[src/rtl/fpc_pkg.sv]
package fpc_pkg;
  typedef struct packed {
    logic dot_sel;
    logic inv_ext2;
    logic inv_ext1;
    logic inv_aux;
    logic inv_rgb;
    logic vs_low;
    logic hs_low;
  } fpc_ctrl_t;

  localparam int unsigned CTRL_W = $bits(fpc_ctrl_t);
endpackage

[src/rtl/fpc_sync_edge.sv]
module fpc_sync_edge #(
  parameter int unsigned STAGES = 2
) (
  input  logic clk,
  input  logic rst_n,
  input  logic raw_i,
  input  logic act_low_i,
  output logic rise_o
);
  logic [STAGES-1:0] chain_q;
  logic              norm;
  logic              norm_q;
  logic              norm_d;

  for (genvar g = 0; g < STAGES; g++) begin : g_stage
    if (g == 0) begin : g_first
      always_ff @(posedge clk or negedge rst_n) begin
        if (!rst_n) chain_q[g] <= 1'b0;
        else        chain_q[g] <= raw_i;
      end
    end else begin : g_next
      always_ff @(posedge clk or negedge rst_n) begin
        if (!rst_n) chain_q[g] <= 1'b0;
        else        chain_q[g] <= chain_q[g-1];
      end
    end
  end

  always_comb begin
    norm   = chain_q[STAGES-1] ^ act_low_i;
    norm_d = norm;
    rise_o = norm & ~norm_q;
  end

  always_ff @(posedge clk or negedge rst_n) begin
    if (!rst_n) norm_q <= 1'b0;
    else        norm_q <= norm_d;
  end


  edge_single_chk: assert property (@(posedge clk) disable iff (!rst_n)
    rise_o |=> !rise_o);
endmodule

[src/rtl/fpc_phase_judge.sv]
module fpc_phase_judge #(
  parameter int unsigned CNT_W = 12
) (
  input  logic clk,
  input  logic rst_n,
  input  logic h_rise_i,
  input  logic v_rise_i,
  output logic field_o
);
  localparam logic [CNT_W-1:0] CNT_MAX = {CNT_W{1'b1}};

  logic [CNT_W-1:0] cnt_q, cnt_d;
  logic [CNT_W-1:0] prev_q, prev_d;
  logic [CNT_W-1:0] meas;
  logic             primed_q, primed_d;
  logic             field_q, field_d;
  logic             meas_en;

  always_comb begin
    meas    = h_rise_i ? '0 : cnt_q;
    meas_en = v_rise_i;
    cnt_d   = cnt_q;
    if (h_rise_i)            cnt_d = '0;
    else if (cnt_q != CNT_MAX) cnt_d = cnt_q + 1'b1;
    prev_d   = meas;
    primed_d = 1'b1;
    field_d  = field_q;
    if (!primed_q)          field_d = 1'b0;
    else if (meas > prev_q) field_d = 1'b0;
    else if (meas < prev_q) field_d = 1'b1;
  end

  always_ff @(posedge clk or negedge rst_n) begin
    if (!rst_n) begin
      cnt_q    <= '0;
      prev_q   <= '0;
      primed_q <= 1'b0;
      field_q  <= 1'b0;
    end else begin
      cnt_q <= cnt_d;
      if (meas_en) begin
        prev_q   <= prev_d;
        primed_q <= primed_d;
        field_q  <= field_d;
      end
    end
  end

  assign field_o = field_q;


  cnt_restart_chk: assert property (@(posedge clk) disable iff (!rst_n)
    h_rise_i |=> cnt_q == '0);


  cnt_step_chk: assert property (@(posedge clk) disable iff (!rst_n)
    !h_rise_i |=> (cnt_q == $past(cnt_q) + 1'b1) || (cnt_q == CNT_MAX));


  field_hold_chk: assert property (@(posedge clk) disable iff (!rst_n)
    !v_rise_i |=> $stable(field_o));


  field_even_chk: assert property (@(posedge clk) disable iff (!rst_n)
    (v_rise_i && primed_q && (meas > prev_q)) |=> !field_o);


  field_odd_chk: assert property (@(posedge clk) disable iff (!rst_n)
    (v_rise_i && primed_q && (meas < prev_q)) |=> field_o);
endmodule

[src/rtl/fpc_ctrl_reg.sv]
module fpc_ctrl_reg
  import fpc_pkg::*;
(
  input  logic              clk,
  input  logic              rst_n,
  input  logic              wr_en,
  input  logic [CTRL_W-1:0] wdata,
  output fpc_ctrl_t         ctrl_o
);
  fpc_ctrl_t ctrl_q, ctrl_d;

  always_comb begin
    ctrl_d = fpc_ctrl_t'(wdata);
  end

  always_ff @(posedge clk or negedge rst_n) begin
    if (!rst_n)     ctrl_q <= '0;
    else if (wr_en) ctrl_q <= ctrl_d;
  end

  assign ctrl_o = ctrl_q;


  reg_write_chk: assert property (@(posedge clk) disable iff (!rst_n)
    wr_en |=> ctrl_o == $past(wdata));
endmodule

[src/rtl/field_phase_ctrl.sv]
module field_phase_ctrl
  import fpc_pkg::*;
#(
  parameter int unsigned CNT_W       = 12,
  parameter int unsigned SYNC_STAGES = 2,
  parameter int unsigned RGB_W       = 3,
  parameter int unsigned AUX_W       = 2
) (
  input  logic             clk,
  input  logic             rst_n,
  input  logic             hs_in,
  input  logic             vs_in,
  input  logic             reg_wr_en,
  input  logic [7:0]       reg_wdata,
  output logic [7:0]       reg_rdata,
  input  logic [RGB_W-1:0] rgb_in,
  output logic [RGB_W-1:0] rgb_out,
  input  logic [AUX_W-1:0] aux_in,
  output logic [AUX_W-1:0] aux_out,
  input  logic             ext1_in,
  output logic             ext1_out,
  input  logic             ext2_in,
  output logic             ext2_out,
  output logic             field_odd,
  output logic             dot_row
);
  logic [1:0] rst_q;
  logic       rst_n_s;
  fpc_ctrl_t  ctrl;
  logic       h_rise;
  logic       v_rise;
  logic       field;

  always_ff @(posedge clk or negedge rst_n) begin
    if (!rst_n) rst_q <= 2'b00;
    else        rst_q <= {rst_q[0], 1'b1};
  end
  assign rst_n_s = rst_q[1];

  fpc_ctrl_reg u_reg (
    .clk   (clk),
    .rst_n (rst_n_s),
    .wr_en (reg_wr_en),
    .wdata (reg_wdata[CTRL_W-1:0]),
    .ctrl_o(ctrl)
  );

  fpc_sync_edge #(.STAGES(SYNC_STAGES)) u_hs (
    .clk      (clk),
    .rst_n    (rst_n_s),
    .raw_i    (hs_in),
    .act_low_i(ctrl.hs_low),
    .rise_o   (h_rise)
  );

  fpc_sync_edge #(.STAGES(SYNC_STAGES)) u_vs (
    .clk      (clk),
    .rst_n    (rst_n_s),
    .raw_i    (vs_in),
    .act_low_i(ctrl.vs_low),
    .rise_o   (v_rise)
  );

  fpc_phase_judge #(.CNT_W(CNT_W)) u_judge (
    .clk     (clk),
    .rst_n   (rst_n_s),
    .h_rise_i(h_rise),
    .v_rise_i(v_rise),
    .field_o (field)
  );

  always_comb begin
    reg_rdata = {field, ctrl};
    field_odd = field;
    dot_row   = field ^ ctrl.dot_sel;
    rgb_out   = rgb_in ^ {RGB_W{ctrl.inv_rgb}};
    aux_out   = aux_in ^ {AUX_W{ctrl.inv_aux}};
    ext1_out  = ext1_in ^ ctrl.inv_ext1;
    ext2_out  = ext2_in ^ ctrl.inv_ext2;
  end


  field_latency_chk: assert property (@(posedge clk) disable iff (!rst_n_s)
    $changed(field_odd) |-> $past(v_rise));
endmodule

[config.mk]
export PLATFORM = sky130hd
export DESIGN_NAME = field_phase_ctrl
export DESIGN_NICKNAME = d
export VERILOG_FILES = /design/src/rtl/fpc_pkg.sv /design/src/rtl/fpc_sync_edge.sv /design/src/rtl/fpc_phase_judge.sv /design/src/rtl/fpc_ctrl_reg.sv /design/src/rtl/field_phase_ctrl.sv
export SDC_FILE = /design/constraint.sdc
export NUM_CORES = 1
export LEC_CHECK = 0
export CAP_MARGIN = 5
export CORE_ASPECT_RATIO = 1.25
export CORE_MARGIN = 2
export CORE_UTILIZATION = 44
export CTS_BUF_LIST = sky130_fd_sc_hd__clkbuf_16
export DETAILED_ROUTE_END_ITERATION = 10
export GPL_TIMING_DRIVEN = 0
export PLACE_DENSITY = 0.68
export SYNTH_ARGS = -nofsm -noshare
export SYNTH_HDL_FRONTEND = slang
export SYNTH_SLANG_ARGS = --single-unit
[constraint.sdc]
create_clock -name clk -period 1.3 [get_ports clk]
set_input_delay 0.26 -clock clk [delete_from_list [all_inputs] [get_ports clk]]
set_output_delay 0.26 -clock clk [all_outputs]
set_load 0.05 [all_outputs]
==> metrics.sh, run 1 <==
SETUP_VIOLATIONS=25
TOTAL_LEAKAGE_POWER_nW=1.50
WORST_HOLD_PATH_TYPE='in2async'
WORSTREG2REGEND='u_judge.field_o'
FIRST_ITER_VIOLATIONS=43
PLACE.DETAILED.HPWL_UM=3270
IR_WORST_VDD_mV=0.874
PERIOD_SHARE_PCT=159
MAXIMUM_CLOCK_SKEW_AT_FINAL_LAYOUT_NS=0.00272
PLACE.DETAILED.INSTANCES=288
POSTSYNTHAREAPERCELL_UM2=11.1
NFILLCELLS=353
DIEAREA_UM2=5490
WORSTREG2REGSTART='u_reg.ctrl_o[0]'
STARTPOINT_TYPE_OF_THE_WORST_SETUP_PATH='flop'
GRT_ANTENNA_BEFORE_REPAIR=0
PLACEABLECOREAREA_UM2=4730
TRITONCTS_NUM_SINKS=41
FINALMAXSLEWVIOLATIONS=0
AREA.SEQUENTIAL_UM2=1040
FF2FF_SETUP_SLACK_NS=-0.77
DETAILED_ROUTE_WIRE_LENGTH_UM=4830
FINAL-INSTANCE-COUNT-EXCL-FILL=314
ROUTEDWLPERCELL_UM=15.4
PROPORTION_OF_NETLIST_AREA_HELD_BY_THE_LARGEST_AREA_CONTRIBUTOR_PCT=47.5
DR_DRC_COUNT=0
VIOLATED_CHECKS='setup timing'
DETAILEDROUTE.FIRSTPASSITERATIONCOUNT=4
NUMBER_OF_SYNTHESIS_WARNINGS=0
DETAIL-ROUTE-ANTENNA-NETS=0
PIN_COUNT_OF_THE_BIGGEST_NET_ENTERING_GLOBAL_ROUTING=40
SYN-CELL-AREA_UM2=2160
POSTSYNTH.ASYNCRESETSHARE_PCT=100
R2R_CELLS=10
FMAX_GHz=0.484
FIRST_GLOBAL_VIAS=1650
CRIT_REQUIRED_NS=1.47
CLOCK_TREE.ROOT_CELL='sky130_fd_sc_hd__clkbuf_16'
YS_SEQ_AREA_SHARE_PCT=47.5
NETLIST_TOP_CELLS_AREA='sky130_fd_sc_hd__dfrtp_1, sky130_fd_sc_hd__ha_1, sky130_fd_sc_hd__mux2_2, sky130_fd_sc_hd__xor2_1, sky130_fd_sc_hd__mux2i_1'
IOS=37
VIA_COUNT=1604
FINAL_NETS=286
FLOORPLAN.ROWS=28
YOSYS_REGISTER_BITS=41
STATUS='finished with violations'
SETUP.WORST_PATH.START='u_reg.ctrl_o[0]'
HTREEDEPTH=2
WIRE_LENGTH_OF_THE_FIRST_GLOBAL_ROUTING_PASS_UM=7860
GR-USAGE-ALL-LAYERS_PCT=19.5
YOSYSUNIQUECELLTYPES=38
NUMBER_OF_NETS_PRODUCED_BY_SYNTHESIS=227
CRITICAL_PATH_PEAK_FANOUT=10
TRITONCTS='yes'
DIE_W_UM=66.7
PERIOD_NEEDED_NS=2.07
CRITICAL_PATH.CELL_CHAIN='xor2_2 > nand2b_4 > buf_6 > nand2_2 > inv_1 > ha_1 > nand2_1 > nor3_2 > o21ai_1 > a32o_1'
YOSYSTOPAREACELL='sky130_fd_sc_hd__dfrtp_1'
PLACE_WORST_SETUP_SLACK_NS=-0.822
TIMING.CRITICAL_PATH.SLOWEST_STAGE_CELL='sky130_fd_sc_hd__dfrtp_1'
AREA_GROWTH_SYN_TO_LAYOUT_PCT=50.3
MOST_USED_FLIP_FLOP_CELL_AFTER_SYNTHESIS='sky130_fd_sc_hd__dfrtp_1'
CRITICALPATHCATEGORY='reg2reg'
TRITONCTS.NUM_BUFFERS=5
ROUTED_VIA_DENSITY=5.11
TIMING_HOLD_VIOLATIONS_FINAL=0
DRV.MAX_CAP_VIOLATION_COUNT=0
POWER_DENSITY_OVER_CELL_AREA_nW_PER_UM2=1430
DATA_ARRIVAL_TIME_AT_THE_WORST_SLACK_ENDPOINT_NS=2.23
TIGHTEST_SLEW_NS=0.842
FLOORPLAN.INITIALDENSITY_PCT=45.7
AREA_OF_THE_MULTI_INPUT_GATES_UM2=1350
SYNTH-EDFF-COUNT=0
FINAL_LAYOUT_SIZE_SUFFIX_GT1_SHARE_PCT=47.6
WORST_SKEW_PAIR.LATE_LATENCY_NS=0.28
GLOBAL_ROUTE.OVERFLOW_TOTAL=0
SETUP_WS_NS=-0.767
SLOWEST_DELAY_NS=0.41
WORSTSETUPENDPOINTTYPE='flop'
CTSLONGESTPATHBUFFERS=2
DIE_Y_EXTENT_UM=82.4
CLK_PIN_SLEW_WORST_PATHS_NS=0.06
GRT_SETUP_UNREPAIRED='true'
MAX_SLEW_MARGIN_PCT=43.9
SYNTH_CELLS=194
PORT_BUFFERS=34
INSERTEDDIODECOUNT=0
GP_CONGESTION=0.844
[worst max-delay path by stage]
stage	end	slack (ns)	cells after the start
2_1_floorplan	u_judge.field_o	-0.57	9
5_1_grt	u_judge.field_o	-0.89	10
3_5_place_dp	u_judge.field_o	-0.82	10
4_1_cts	u_judge.field_o	-0.78	10
3_3_place_gp	u_judge.field_o	-0.79	10
6_report	u_judge.field_o	-0.77	10
[power breakdown]
| group | switching [W] | internal (W) | total, W |
|---|---|---|---|
| Clock | 0.000485 | 0.000697 | 0.00118 |
| Sequential | 0.000204 | 0.00145 | 0.00166 |
| Combinational | 0.000980 | 0.000837 | 0.00182 |
| Total | 0.00167 | 0.00299 | 0.00466 |
[Yosys cell counts, drive strengths merged, types with 2 or more instances]
cell	number
xnor2	2
mux2i	6
nand3	4
inv	16
mux2	14
o21ai	10
a31oi	2
nor2	7
nand4	6
nor3	2
dfrtp	41
and2	7
nand2b	8
a21oi	3
buf	8
a211oi	2
nand2	15
xor2	11
ha	13
and3	5
[registers in the layout, indices dropped and copies added, names as in the netlist]
register          flops
u_judge.prev_q       12
u_judge.cnt_q        12
u_hs.chain_q          2
u_vs.chain_q          2
u_vs.norm_q           1
u_reg.ctrl_o          7
u_judge.primed_q      1
rst_q                 2
u_hs.norm_q           1
u_judge.field_o       1
[per-layer routing]
| layer | global-route usage (%) | vias to the layer above | routed length [um] |
|---|---|---|---|
| met2 | 35.1 | 25 | 2640 |
| met1 | 22.2 | 796 | 1970 |
| li1 | - | 775 | - |
| met3 | 4.34 | 8 | 145 |
| met5 | 0 | - | 0 |
| met4 | 8.16 | 0 | 81 |
[critical path: cells and delay by family, from the launching register on]
| family | cells | cell delay, ns |
|---|---|---|
| DFF | 1 | 0.41 |
| and+or+nand+nor | 4 | 0.49 |
| AOI/OAI and AO/OA | 2 | 0.32 |
| buffers and inverters | 2 | 0.21 |
| adders and majority gates | 1 | 0.29 |
| xor gates and xnor gates | 1 | 0.24 |
[cell families after synthesis]
family	after synthesis	share of synthesized area, %
and+or+nand+nor	58	14.9
DFF	41	47.5
buffers and inverters	25	5.84
AOI/OAI and AO/OA	23	8.45
muxes	20	10.1
adders and majority gates	13	7.52
xor gates and xnor gates	13	5.61
other	1	0.173
[layout make-up]
| class | count | area share (%) |
|---|---|---|
| Clock buffer | 5 | 3.85 |
| Buffer | 6 | 1.62 |
| Timing Repair Buffer | 55 | 16.3 |
| Multi-Input combinational cell | 128 | 41.6 |
| Inverter | 16 | 1.85 |
| Clock inverter | 3 | 0.423 |
| Sequential cell | 41 | 32.1 |
| Tap cell | 60 | 2.31 |
[stage by stage]
stage	setup TNS, ns	utilization [%]	hold WS (ns)	instance area, um2	power, W
after global routing	-4.76	68.7	0.134	3250	0.00493
after global placement	-23.41	59.0	0.332	2790	0.00316
after floorplan	-1.11	-	-0.0356	2370	0.00276
final	-3.08	68.7	0.139	3250	0.00466
after CTS	-3.06	65.0	0.134	3070	0.00456
after detailed placement	-9.44	59.0	0.337	2790	0.00323
[cell usage in the layout, fill, tap and decap left out, drive strengths merged]
cell type / count
nand2b: 8
clkbuf: 6
conb: 1
nand3: 4
dfrtp: 41
and2: 7
ha: 13
a32o: 1
nor4b: 1
o21ai: 10
clkdlybuf4s50: 12
dlygate4sd2: 5
buf: 43
o31ai: 1
xnor2: 2
a41o: 1
a21oi: 3
a211oi: 2
a41oi: 1
nand3b: 1
inv: 17
nand2: 15
and4: 1
nand4: 6
xor2: 11
mux2i: 6
nor2: 7
and2b: 1
a31oi: 2
mux2: 14
clkinv: 2
a2111oi: 1
nor3: 2
and3: 5
a21boi: 1
[timing repair]
action	CTS	global route
hold buffers	0	0
cloned	2	0
resized for setup	135	39
setup buffers	9	11
setup endpoints to repair	39	39
hold endpoints to repair	0	0
pin swaps	5	19
No activity file was read; power rests on OpenSTA's default activity.
==> run 2, diff against run 1 <==
- CTS_CLUSTER_SIZE: not set -> 20
==> results of run 2 <==
Final layout, timing and power as in run 1 (identical DEF).
==> run 3, diff against run 2 <==
- CORE_ASPECT_RATIO: 1.25 -> 0.75
==> metrics.sh, run 3 (synthesized netlist as in run 1, its figures left out) <==
STATUS='finished with violations'  # unchanged
VIOLATED_CHECKS='setup timing'  # unchanged
VIA_COUNT=1604  # unchanged
CLOCK_POWER_SHARE_PCT=24.8  # was 25.4%
DRV.MAX_CAP_VIOLATION_COUNT=0  # unchanged
PLACE.DETAILED.INSTANCES=288  # unchanged
FINALMAXSLEWVIOLATIONS=0  # unchanged
PLACE_WORST_SETUP_SLACK_NS=-0.796  # was -0.822 ns
FIRST_ITER_VIOLATIONS=57  # was 43
FF2FF_SETUP_SLACK_NS=-0.80  # was -0.77 ns
ROUTEDWLPERCELL_UM=14.2  # was 15.4 um
MET1_USAGE_PCT=25.7  # was 22.2%
DATA_ARRIVAL_TIME_AT_THE_WORST_SLACK_ENDPOINT_NS=2.26  # was 2.23 ns
GLOBAL_ROUTE.OVERFLOW_TOTAL=0  # unchanged
FLOP_PWR_SHARE_PCT=36.3  # was 35.6%
PIN_COUNT_OF_THE_BIGGEST_NET_ENTERING_GLOBAL_ROUTING=40  # unchanged
WORST_HOLD_PATH_TYPE='in2async'  # unchanged
STARTPOINT_TYPE_OF_THE_WORST_SETUP_PATH='flop'  # unchanged
SETUP_WS_NS=-0.797  # was -0.767 ns
PLACEABLECOREAREA_UM2=4820  # was 4730 um2
GP_CONGESTION=0.798  # was 0.844
CRIT_REQUIRED_NS=1.47  # about the same
CLK_PIN_SLEW_WORST_PATHS_NS=0.06  # about the same
TOTAL_LEAKAGE_POWER_nW=1.50  # about the same
COMBPWRFRAC_PCT=38.9  # was 39.0%
CTSLONGESTPATHBUFFERS=2  # unchanged
TIGHTEST_SLEW_NS=0.826  # was 0.842 ns
GLOBAL_ROUTE.USAGE.MET3_PCT=6.24  # was 4.34%
DETAIL-ROUTE-ANTENNA-NETS=0  # unchanged
PERIOD_NEEDED_NS=2.10  # was 2.07 ns
SETUP_VIOLATIONS=27  # was 25
CRITICALPATHCATEGORY='reg2reg'  # unchanged
PERIOD_SHARE_PCT=161  # was 159%
DIE_Y_EXTENT_UM=64.7  # was 82.4 um
TIMING_HOLD_VIOLATIONS_FINAL=0  # unchanged
SWITCHING_POWER_W=0.00162  # was 0.00167 W
R2R_CELLS=10  # unchanged
TRITONCTS.NUM_BUFFERS=5  # unchanged
TRITONCTS_NUM_SINKS=41  # unchanged
DIEAREA_UM2=5500  # was 5490 um2
CRITICAL_PATH_PEAK_FANOUT=6  # was 10
INSERTEDDIODECOUNT=0  # unchanged
WIRE_LENGTH_OF_THE_FIRST_GLOBAL_ROUTING_PASS_UM=7040  # was 7860 um
WORST_SKEW_PAIR.LATE_LATENCY_NS=0.28  # about the same
AREA_GROWTH_SYN_TO_LAYOUT_PCT=51.0  # was 50.3%
FIRST_GLOBAL_VIAS=1415  # was 1650
POWER_DENSITY_OVER_CELL_AREA_nW_PER_UM2=1410  # was 1430 nW/um2
DETAILEDROUTE.FIRSTPASSITERATIONCOUNT=4  # unchanged
DR_DRC_COUNT=0  # unchanged
IOS=37  # unchanged
FINAL-INSTANCE-COUNT-EXCL-FILL=316  # was 314
POWER_REPORT.INTERNAL_TOTAL_W=0.00298  # was 0.00299 W
SWITCHING_SHARE_PCT=35.2  # was 35.8%
FLOORPLAN.ROWS=22  # was 28
GR-MAX-USAGE-LAYER='met1'  # was met2
FINAL_NETS=288  # was 286
GRT_SETUP_UNREPAIRED='true'  # unchanged
ROUTED_VIA_DENSITY=5.08  # was 5.11
MAX_SLEW_MARGIN_PCT=45.0  # was 43.9%
FINAL_LAYOUT_SIZE_SUFFIX_GT1_SHARE_PCT=46.9  # was 47.6%
MOST_USED_CELLS_IN_THE_LAYOUT_EXCLUDING_FILL_AND_TAP_CELLS='sky130_fd_sc_hd__dfrtp_1, sky130_fd_sc_hd__buf_6, sky130_fd_sc_hd__buf_4'  # was sky130_fd_sc_hd__dfrtp_1, sky130_fd_sc_hd__buf_6, sky130_fd_sc_hd__inv_1, sky130_fd_sc_hd__buf_4, sky130_fd_sc_hd__clkdlybuf4s50_1
FLOORPLAN.INITIALDENSITY_PCT=44.9  # was 45.7%
TRITONCTS='yes'  # unchanged
DETAILED_ROUTE_WIRE_LENGTH_UM=4480  # was 4830 um
PORT_BUFFERS=34  # unchanged
DESIGN_POWER_TOTAL_W=0.00461  # was 0.00466 W
CLOCK_TREE.ROOT_CELL='sky130_fd_sc_hd__clkbuf_16'  # unchanged
FMAX_GHz=0.477  # was 0.484 GHz
FINALSETUPTNS_NS=-3.14  # was -3.08 ns
GLOBAL_ROUTE.USAGE.MET2_PCT=22.3  # was 35.1%
MAXIMUM_CLOCK_SKEW_AT_FINAL_LAYOUT_NS=0.00406  # was 0.00272 ns
GRT_ANTENNA_BEFORE_REPAIR=0  # unchanged
IR_WORST_VDD_mV=1.57  # was 0.874 mV
WORSTSETUPENDPOINTTYPE='flop'  # unchanged
LAYOUT_COMMONEST_CELL='sky130_fd_sc_hd__dfrtp_1'  # unchanged
DIE_W_UM=84.9  # was 66.7 um
GR-USAGE-ALL-LAYERS_PCT=16.8  # was 19.5%
PLACE.DETAILED.HPWL_UM=2980  # was 3270 um
HTREEDEPTH=2  # unchanged
run 3: area by class of cell:
cell class | count | area, um2
plain buffers | 8 | 75.1
clock buffers | 5 | 125
clock inverters | 3 | 11.3
fillers | 381 | 1550
inverters | 16 | 62.6
multi-input cells | 128 | 1350
flip-flops and latches | 41 | 1040
well taps | 60 | 75.1
repair buffers | 55 | 523
run 3: critical path, stage by stage, from the launching register on:
cell and delay (ns):
sky130_fd_sc_hd__dfrtp_1 0.41, sky130_fd_sc_hd__xor2_2 0.24, sky130_fd_sc_hd__nand2b_4 0.12, sky130_fd_sc_hd__buf_8 0.15
sky130_fd_sc_hd__nand2_4 0.08, sky130_fd_sc_hd__inv_4 0.04, sky130_fd_sc_hd__ha_4 0.25, sky130_fd_sc_hd__nand4_1 0.14
sky130_fd_sc_hd__nor3_2 0.25, sky130_fd_sc_hd__o21ai_1 0.10, sky130_fd_sc_hd__a32o_1 0.22
run 3: through the flow:
stage	hold WS (ns)	instance area [um2]	utilization, %
after floorplan	-0.0356	2370	-
after global placement	0.333	2790	57.9
final	0.145	3270	67.8
after detailed placement	0.336	2790	57.9
after global routing	0.143	3270	67.8
after CTS	0.143	3010	62.6
run 3: what timing repair did:
action                                 4_1_cts  5_1_grt
pin swaps                                    5       26
setup endpoints to repair                   38       39
setup buffers                                7       14
gates resized for setup                    111       53
hold buffers                                 0        0
endpoints found under the hold margin        0        0
gates cloned                                 0        2
run 3: power by group through the flow:
| stage | clock [W] | combinational [W] | sequential, W |
|---|---|---|---|
| finish | 0.00114 | 0.00179 | 0.00167 |
| global route | 0.00125 | 0.00193 | 0.00171 |
| CTS | 0.00117 | 0.00159 | 0.00166 |
| detailed placement | 0 | 0.00152 | 0.00168 |
| global placement | 0 | 0.00151 | 0.00167 |
| floorplan | 0 | 0.00101 | 0.00174 |
run 3: worst paths after layout:
path / from / to
max in group asynchronous: rst_q[1] / u_reg.ctrl_o[2]
min in group clk: u_vs.chain_q[0] / u_vs.chain_q[1]
worst min register to register: u_vs.chain_q[0] / u_vs.chain_q[1]
worst min-delay path: rst_n / rst_q[0]
worst max-delay path: u_reg.ctrl_o[0] / u_judge.field_o
worst max register to register: u_reg.ctrl_o[0] / u_judge.field_o
run 3: metal layers:
| layer | routed length, um | share of wire [%] | up-vias |
|---|---|---|---|
| li1 | - | - | 789 |
| met1 | 2350 | 52 | 788 |
| met2 | 1970 | 44 | 23 |
| met3 | 131 | 2.9 | 4 |
| met4 | 31 | 0.69 | 0 |
| met5 | 0 | 0 | - |
